<file path="src/rtl/rxcal_pkg.sv">
package rxcal_pkg;
  localparam int NCH  = 2;
  localparam int CH_I = 0;
  localparam int CH_Q = 1;

  typedef enum logic [1:0] {
    CAL_IDLE,
    CAL_WAIT1,
    CAL_WAIT2,
    CAL_MEAS
  } cal_state_e;
endpackage

</file>
<file path="src/rtl/rxcal_seq.sv">
module rxcal_seq
  import rxcal_pkg::*;
#(
  parameter int DLY_W = 8
) (
  input  logic             clk,
  input  logic             rst,
  input  logic             cal_go,
  input  logic             autocal_en,
  input  logic             cal_ext,
  input  logic [DLY_W-1:0] dly1,
  input  logic [DLY_W-1:0] dly2,
  input  logic             acc_full,
  output logic             start,
  output logic             commit,
  output logic             busy,
  output logic             meas,
  output logic             short_in
);
  cal_state_e       state;
  logic [DLY_W-1:0] tmr;
  logic [DLY_W-1:0] dly2_q;
  logic             ext_q;

  assign start  = (state == CAL_IDLE) && cal_go && autocal_en;
  assign commit = (state == CAL_MEAS) && acc_full;

  always_ff @(posedge clk) begin
    if (rst) begin
      state    <= CAL_IDLE;
      tmr      <= '0;
      dly2_q   <= '0;
      ext_q    <= 1'b0;
      busy     <= 1'b0;
      meas     <= 1'b0;
      short_in <= 1'b0;
    end else begin
      case (state)
        CAL_IDLE: begin
          if (start) begin
            state    <= CAL_WAIT1;
            tmr      <= dly1;
            dly2_q   <= dly2;
            ext_q    <= cal_ext;
            busy     <= 1'b1;
            short_in <= !cal_ext;
          end
        end
        CAL_WAIT1: begin
          if (tmr == '0) begin
            state <= CAL_WAIT2;
            tmr   <= dly2_q;
          end else begin
            tmr <= tmr - DLY_W'(1);
          end
        end
        CAL_WAIT2: begin
          if (tmr == '0) begin
            state <= CAL_MEAS;
            meas  <= 1'b1;
          end else begin
            tmr <= tmr - DLY_W'(1);
          end
        end
        default: begin
          if (acc_full) begin
            state    <= CAL_IDLE;
            busy     <= 1'b0;
            meas     <= 1'b0;
            short_in <= 1'b0;
          end
        end
      endcase
    end
  end


  short_mode_hold_chk: assert property (@(posedge clk) disable iff (rst)
    (busy && $past(busy)) |-> ($stable(short_in) && (short_in == !ext_q)));

  commit_ends_busy_chk: assert property (@(posedge clk) disable iff (rst)
    commit |=> !busy && !meas);

  start_waits_first_chk: assert property (@(posedge clk) disable iff (rst)
    start |=> busy && !meas);

  go_while_busy_chk: assert property (@(posedge clk) disable iff (rst)
    (busy && !commit) |=> busy);
endmodule

</file>
<file path="src/rtl/rxcal_avg.sv">
module rxcal_avg #(
  parameter int W    = 15,
  parameter int NAVG = 16,
  parameter int CH   = 0
) (
  input  logic         clk,
  input  logic         rst,
  input  logic         clear,
  input  logic         meas,
  input  logic         in_valid,
  input  logic         in_iq,
  input  logic [W-1:0] in_data,
  output logic         full,
  output logic [W-1:0] avg
);
  localparam int LOG2 = $clog2(NAVG);
  localparam int SW   = W + LOG2;
  localparam int CW   = $clog2(NAVG + 1);

  logic [CW-1:0] cnt;
  logic [SW-1:0] sum;
  logic          take;

  assign full = (cnt == CW'(NAVG));
  assign avg  = sum[SW-1:LOG2];
  assign take = meas && in_valid && (in_iq == 1'(CH)) && !full;

  always_ff @(posedge clk) begin
    if (rst || clear) begin
      cnt <= '0;
      sum <= '0;
    end else if (take) begin
      cnt <= cnt + CW'(1);
      sum <= sum + {{LOG2{in_data[W-1]}}, in_data};
    end
  end


  cnt_in_range_chk: assert property (@(posedge clk) disable iff (rst)
    cnt <= CW'(NAVG));

  full_holds_chk: assert property (@(posedge clk) disable iff (rst)
    (full && !clear) |=> full && $stable(sum));
endmodule

</file>
<file path="src/rtl/rxcal_offsub.sv">
module rxcal_offsub
  import rxcal_pkg::*;
#(
  parameter int W = 15
) (
  input  logic                    clk,
  input  logic                    rst,
  input  logic                    commit,
  input  logic [NCH-1:0][W-1:0]   avg,
  input  logic                    usr_wr,
  input  logic                    usr_sel,
  input  logic [W-1:0]            usr_off,
  input  logic                    meas,
  input  logic                    in_valid,
  input  logic                    in_iq,
  input  logic [W-1:0]            in_data,
  output logic                    out_valid,
  output logic                    out_iq,
  output logic [W-1:0]            out_data,
  output logic                    out_stale
);
  localparam logic [W-1:0] SMAX = {1'b0, {(W-1){1'b1}}};
  localparam logic [W-1:0] SMIN = {1'b1, {(W-1){1'b0}}};

  logic [NCH-1:0][W-1:0] off_r;
  logic [W:0]            diff;
  logic [W-1:0]          clamped;

  for (genvar g = 0; g < NCH; g++) begin : g_off
    always_ff @(posedge clk) begin
      if (rst) begin
        off_r[g] <= '0;
      end else if (commit) begin
        off_r[g] <= avg[g];
      end else if (usr_wr && (usr_sel == 1'(g))) begin
        off_r[g] <= usr_off;
      end
    end
  end

  always_comb begin
    diff = {in_data[W-1], in_data} - {off_r[in_iq][W-1], off_r[in_iq]};
    if (diff[W] != diff[W-1]) begin
      clamped = diff[W] ? SMIN : SMAX;
    end else begin
      clamped = diff[W-1:0];
    end
  end

  always_ff @(posedge clk) begin
    if (rst) begin
      out_valid <= 1'b0;
      out_iq    <= 1'b0;
      out_data  <= '0;
      out_stale <= 1'b0;
    end else begin
      out_valid <= in_valid;
      out_stale <= in_valid && meas;
      if (in_valid) begin
        out_iq   <= in_iq;
        out_data <= clamped;
      end
    end
  end


  sample_latency_chk: assert property (@(posedge clk) disable iff (rst)
    in_valid |=> out_valid && (out_iq == $past(in_iq)));

  no_sample_chk: assert property (@(posedge clk) disable iff (rst)
    !in_valid |=> !out_valid);

  stale_only_valid_chk: assert property (@(posedge clk) disable iff (rst)
    out_stale |-> out_valid);
endmodule

</file>
<file path="src/rtl/rxcal_pwr.sv">
module rxcal_pwr #(
  parameter int GATE_DLY = 64
) (
  input  logic clk,
  input  logic rst,
  input  logic adc_pd,
  input  logic dac_pd,
  input  logic low_pwr,
  input  logic ref_pd,
  output logic adc_on,
  output logic dac_on,
  output logic ref_on,
  output logic mclk_en
);
  localparam int CW = $clog2(GATE_DLY + 1);

  logic [CW-1:0] idle_cnt;
  logic          adc_down;
  logic          dac_down;
  logic          all_down;

  assign adc_down = adc_pd || low_pwr;
  assign dac_down = dac_pd || low_pwr;
  assign all_down = adc_down && dac_down && ref_pd;

  always_ff @(posedge clk) begin
    if (rst) begin
      adc_on <= 1'b0;
      dac_on <= 1'b0;
      ref_on <= 1'b0;
    end else begin
      adc_on <= !adc_down;
      dac_on <= !dac_down;
      ref_on <= !ref_pd;
    end
  end

  always_ff @(posedge clk) begin
    if (rst) begin
      idle_cnt <= '0;
      mclk_en  <= 1'b1;
    end else if (!all_down) begin
      idle_cnt <= '0;
      mclk_en  <= 1'b1;
    end else begin
      if (idle_cnt != CW'(GATE_DLY)) begin
        idle_cnt <= idle_cnt + CW'(1);
      end
      if (idle_cnt == CW'(GATE_DLY - 1)) begin
        mclk_en <= 1'b0;
      end
    end
  end


  low_power_keeps_ref_chk: assert property (@(posedge clk) disable iff (rst)
    (low_pwr && !ref_pd) |=> !adc_on && !dac_on && ref_on);

  gate_only_all_off_chk: assert property (@(posedge clk) disable iff (rst)
    $fell(mclk_en) |-> (!adc_on && !dac_on && !ref_on));

  wake_restores_clk_chk: assert property (@(posedge clk) disable iff (rst)
    !ref_pd |=> mclk_en);
endmodule

</file>
<file path="src/rtl/rxcal_power_seq.sv">
module rxcal_power_seq
  import rxcal_pkg::*;
#(
  parameter int W        = 15,
  parameter int DLY_W    = 8,
  parameter int NAVG     = 16,
  parameter int GATE_DLY = 64
) (
  input  logic             clk,
  input  logic             rst,
  input  logic             autocal_en,
  input  logic             cal_go,
  input  logic             cal_ext,
  input  logic [DLY_W-1:0] dly1_cfg,
  input  logic [DLY_W-1:0] dly2_cfg,
  input  logic             in_valid,
  input  logic             in_iq,
  input  logic [W-1:0]     in_data,
  input  logic             usr_wr,
  input  logic             usr_sel,
  input  logic [W-1:0]     usr_off,
  input  logic             adc_pd,
  input  logic             dac_pd,
  input  logic             low_pwr,
  input  logic             ref_pd,
  output logic             out_valid,
  output logic             out_iq,
  output logic [W-1:0]     out_data,
  output logic             out_stale,
  output logic             cal_busy,
  output logic             short_inputs,
  output logic             adc_on,
  output logic             dac_on,
  output logic             ref_on,
  output logic             mclk_en
);
  logic                  start;
  logic                  commit;
  logic                  meas;
  logic [NCH-1:0]        full_vec;
  logic [NCH-1:0][W-1:0] avg_vec;

  rxcal_seq #(.DLY_W(DLY_W)) u_seq (
    .clk        (clk),
    .rst        (rst),
    .cal_go     (cal_go),
    .autocal_en (autocal_en),
    .cal_ext    (cal_ext),
    .dly1       (dly1_cfg),
    .dly2       (dly2_cfg),
    .acc_full   (&full_vec),
    .start      (start),
    .commit     (commit),
    .busy       (cal_busy),
    .meas       (meas),
    .short_in   (short_inputs)
  );

  for (genvar c = 0; c < NCH; c++) begin : g_avg
    rxcal_avg #(.W(W), .NAVG(NAVG), .CH(c)) u_avg (
      .clk      (clk),
      .rst      (rst),
      .clear    (start),
      .meas     (meas),
      .in_valid (in_valid),
      .in_iq    (in_iq),
      .in_data  (in_data),
      .full     (full_vec[c]),
      .avg      (avg_vec[c])
    );
  end

  rxcal_offsub #(.W(W)) u_offsub (
    .clk       (clk),
    .rst       (rst),
    .commit    (commit),
    .avg       (avg_vec),
    .usr_wr    (usr_wr),
    .usr_sel   (usr_sel),
    .usr_off   (usr_off),
    .meas      (meas),
    .in_valid  (in_valid),
    .in_iq     (in_iq),
    .in_data   (in_data),
    .out_valid (out_valid),
    .out_iq    (out_iq),
    .out_data  (out_data),
    .out_stale (out_stale)
  );

  rxcal_pwr #(.GATE_DLY(GATE_DLY)) u_pwr (
    .clk     (clk),
    .rst     (rst),
    .adc_pd  (adc_pd),
    .dac_pd  (dac_pd),
    .low_pwr (low_pwr),
    .ref_pd  (ref_pd),
    .adc_on  (adc_on),
    .dac_on  (dac_on),
    .ref_on  (ref_on),
    .mclk_en (mclk_en)
  );


  no_start_disabled_chk: assert property (@(posedge clk) disable iff (rst)
    (!cal_busy && !autocal_en) |=> !cal_busy);
endmodule

</file>
<file path="config.mk">
export PLATFORM = sky130hd
export DESIGN_NAME = rxcal_power_seq
export DESIGN_NICKNAME = d
export VERILOG_FILES = /design/src/rtl/rxcal_pkg.sv /design/src/rtl/rxcal_seq.sv /design/src/rtl/rxcal_avg.sv /design/src/rtl/rxcal_offsub.sv /design/src/rtl/rxcal_pwr.sv /design/src/rtl/rxcal_power_seq.sv
export SDC_FILE = /design/constraint.sdc
export NUM_CORES = 1
export LEC_CHECK = 0
export ABC_AREA = 1
export CELL_PAD_IN_SITES_DETAIL_PLACEMENT = 1
export CELL_PAD_IN_SITES_GLOBAL_PLACEMENT = 1
export CORE_MARGIN = 4
export CORE_UTILIZATION = 41
export DETAILED_ROUTE_END_ITERATION = 10
export PLACE_DENSITY_LB_ADDON = 0.05
export SYNTH_ARGS = -nofsm -noshare
export SYNTH_HDL_FRONTEND = slang
export SYNTH_SLANG_ARGS = --single-unit
</file>
<file path="constraint.sdc">
create_clock -name clk -period 2.6 [get_ports clk]
set_input_delay 0.26 -clock clk [delete_from_list [all_inputs] [get_ports clk]]
set_output_delay 0.26 -clock clk [all_outputs]
set_load 0.02 [all_outputs]
</file>
==> out/summary.txt <==
outcome: complete, no violations
die area: 0.02408 mm^2
Crit Reg-Reg Startpoint: g_avg[1].u_avg.cnt[0]
first-pass GRT wire length: 48,520 um
Residual DRC: 0
Slew headroom: 0.6280
Final Max Slew Viols: 0
Setup Fix Bufs, Post-CTS: 0
largest area contributor in the netlist: dfxtp_1
die span in y: 155.2 um
Ports: 83
syn nets: 1,513
Power Density: 655.6 mW/mm^2
Synth Area per Inst: 6.403 um^2
Placed Area: 0.01036 mm^2
Setup crit start kind: input pin
EDFF count, synth: 0
ANT nets after route: 0
CTS clk-pin slew, worst paths: 70 ps
reg-to-reg setup timing slack: 270 ps
most frequent cell on the critical path: nand2_1
CTS Buffer Depth: 2
Async SR Flop Fraction: 0
Worst Path Arrival: 2690 ps
number of detailed-route iterations in the first pass: 5
cell family contributing the most delay on the critical path: buffers and inverters
largest net degree at the start of global routing: 59
Antenna Cells: 0
Final Wtd Congestion: 0.8786
vias post-DR: 9,242
Area Growth Syn to Fin: 23.72%
DP Wirelength: 23,170 um
RR Endpoint: u_offsub.off_r[14]
Worst-Margin Slew: 558.0 ps
fmax: 419.2 MHz
IO Port Bufs: 82
Stages on worst setup path: 14
WL/cell: 16.61 um
hold depth: 2
starting density of the core: 0.4198
hold wc startpoint: ref_pd
Post-Syn Instances: 1,387
Final Cell Area: 0.01099 mm^2
final setup fails: 0
sequential share of the synthesized area: 0.2885
Lkg Pwr: 0.005496 uW
vias in the first global route: 9,555
Hold Vio Cnt, Final: 0
initial antenna violation count: 1
CP Class: input pin to flip-flop
# resized after CTS: 0
hold_ws: 392.3 ps
crit-path cells: clkdlybuf4s50_1, buf_12, o21ai_0, ha_1, nand2_1, inv_1, nand2_1, nor3_1, nand2_1, nand3_1, nand2_1, a21oi_4, buf_12, a21oi_1
DR vias/cell: 5.120
post-synthesis cell type count: 48
synthesized cell area: 0.008881 mm^2
worst-skew pair later-pin latency: 420 ps
Core ar.: 0.02115 mm^2
CTS buffer count: 17
GR Overflow Total: 0
Nets: 1,643
post-synth top area share: 0.2885
sink of the worst hold path: u_pwr.ref_on
Routed Wire Length: 29,990 um
Tcrit/Tclk final: 0.9174
FP Rows: 53
RSZ-0062 raised after global routing: false
critical path's slowest cell: clkdlybuf4s50_1
yosys warns: 0
Reg2Reg Depth: 11
total power: 7204 uW
Sinks on Clock Net: 128
top cells by area, synth: dfxtp_1 (29%), nand2_1 (13%), inv_1 (11%)
H-tree level count: 4
CTS tree: built
Iteration-0 DRC Markers: 378
Crit. End Element: flip-flop
Crit path largest cell delay: 510 ps
Hold WC Path Type: input pin to flip-flop
top_reg_cell synth: dfxtp_1
layout cells sized above 1: 0.07908
total global routing track utilization: 0.2501
Max FO, Critical Path: 33
maximum VDD drop: 0.4262 mV
Layout Skew: 10.58 ps
Critical Path RT: 2900 ps
Min Clock Period, post-route: 2385 ps
number of flip-flops and latches in the synthesized netlist: 128
critical path buffer and inverter count: 4
root cell of the clock tree: clkbuf_16
CTS Hold Buffers Added: 0
Die Wd: 155.2 um
Max Cap Violations: 0
-- cells by family after synthesis --
| group | share of synthesized area |
|---|---|
| AO/OA/AOI/OAI | 0.1864 |
| XOR/XNOR | 0.03550 |
| adder cells (fa/ha/maj) | 0.09693 |
| buffers and inverters | 0.1385 |
| flip-flops | 0.2885 |
| AND/OR/NAND/NOR | 0.2542 |
-- worst max-delay path by stage --
stage,end,from
after floorplan,u_offsub.out_data[11],in_iq
after global placement,u_offsub.out_data[8],in_iq
after detailed placement,u_offsub.out_data[11],in_iq
after CTS,u_offsub.out_data[0],in_iq
after global routing,u_offsub.out_data[2],in_iq
final,u_offsub.out_data[0],in_iq
-- routing by layer --
metal / track usage / part of all wire / vias to the layer above
li1: - / - / 4662
met1: 0.3201 / 0.46 / 4392
met2: 0.4434 / 0.49 / 150
met3: 0.04395 / 0.041 / 36
met4: 0.05044 / 0.015 / 2
met5: 0 / 0.00023 / -
-- report_power, final --
group / switching [uW] / internal, uW / total (uW)
logic: 1470 / 907 / 2380
registers: 127 / 2140 / 2260
clock network: 968 / 1590 / 2560
-- layout by cell type, fill, tap and decap left out, drive strengths merged, types with 2 or more instances in the layout --
cell type / instances
bufinv: 3
o211ai: 9
or2: 8
buf: 68
nor2: 127
xnor2: 11
clkdlybuf4s50: 82
clkbuf: 21
a31oi: 3
a21oi: 119
xor2: 25
a21o: 4
fa: 3
dfxtp: 128
nand2: 307
nand4: 15
and2: 2
o21ai: 153
nand3: 75
o21bai: 13
clkinvlp: 5
inv: 264
nor4: 2
ha: 64
nor3: 9
clkinv: 2
-- cell usage after synthesis (2+ instances only) --
| cell | count |
|---|---|
| a21oi_1 | 114 |
| xnor2_1 | 11 |
| a21o_1 | 4 |
| nor3_1 | 9 |
| buf_6 | 6 |
| nand4_1 | 15 |
| fa_1 | 3 |
| o21bai_1 | 13 |
| inv_2 | 2 |
| nor2_1 | 126 |
| o21ai_0 | 129 |
| clkbuf_1 | 23 |
| o21ai_1 | 23 |
| o211ai_1 | 8 |
| nand3_1 | 74 |
| nand2_1 | 302 |
| inv_1 | 260 |
| and2_1 | 2 |
| nand2_2 | 4 |
| nor4_1 | 2 |
| buf_2 | 2 |
| a21oi_2 | 4 |
| buf_4 | 5 |
| or2_2 | 6 |
| a31oi_1 | 3 |
| dfxtp_1 | 128 |
| xor2_1 | 25 |
| ha_1 | 64 |
-- worst register-to-register path, stage by stage, from the launching register on --
cell     delay, ps
dfxtp_1        380
inv_1           70
ha_1           210
nand3_1        170
nor2_2         110
nand2_2        340
o21ai_2        140
buf_4          210
nand2_1         90
o21ai_0        140
o21ai_0        260
inv_1          100
-- final cells by class --
type	instances	area [um^2]
clock buffer	21	470.5
clock inverter	11	153.9
fill	2868	10170
inverter	263	987.2
multi-input combinational	957	5089
sequential	128	2562
tap	275	344.1
timing repair buffer	150	1381
-- through the flow --
stage                     utilization  TNS, ps  cells  setup WS (ps)
after global placement         0.4899   -616.7   1773         -61.85
after global routing           0.5194        0   1805          18.42
after detailed placement       0.4899    -1834   1773         -140.8
after floorplan                     -        0   1387          421.5
after CTS                      0.5194        0   1805          233.4
final                          0.5194        0   1805          214.7
-- sequential cells by signal, summed over array words and instances (netlist names), 2 cells and up --
register / count
u_offsub.out_data: 15
u_seq.dly2_q: 8
u_offsub.off_r: 30
u_seq.tmr: 8
u_pwr.idle_cnt: 7
g_avg.u_avg.sum: 38
u_seq.state: 2
g_avg.u_avg.cnt: 10
Note: power is estimated with default switching activity, not from simulation.
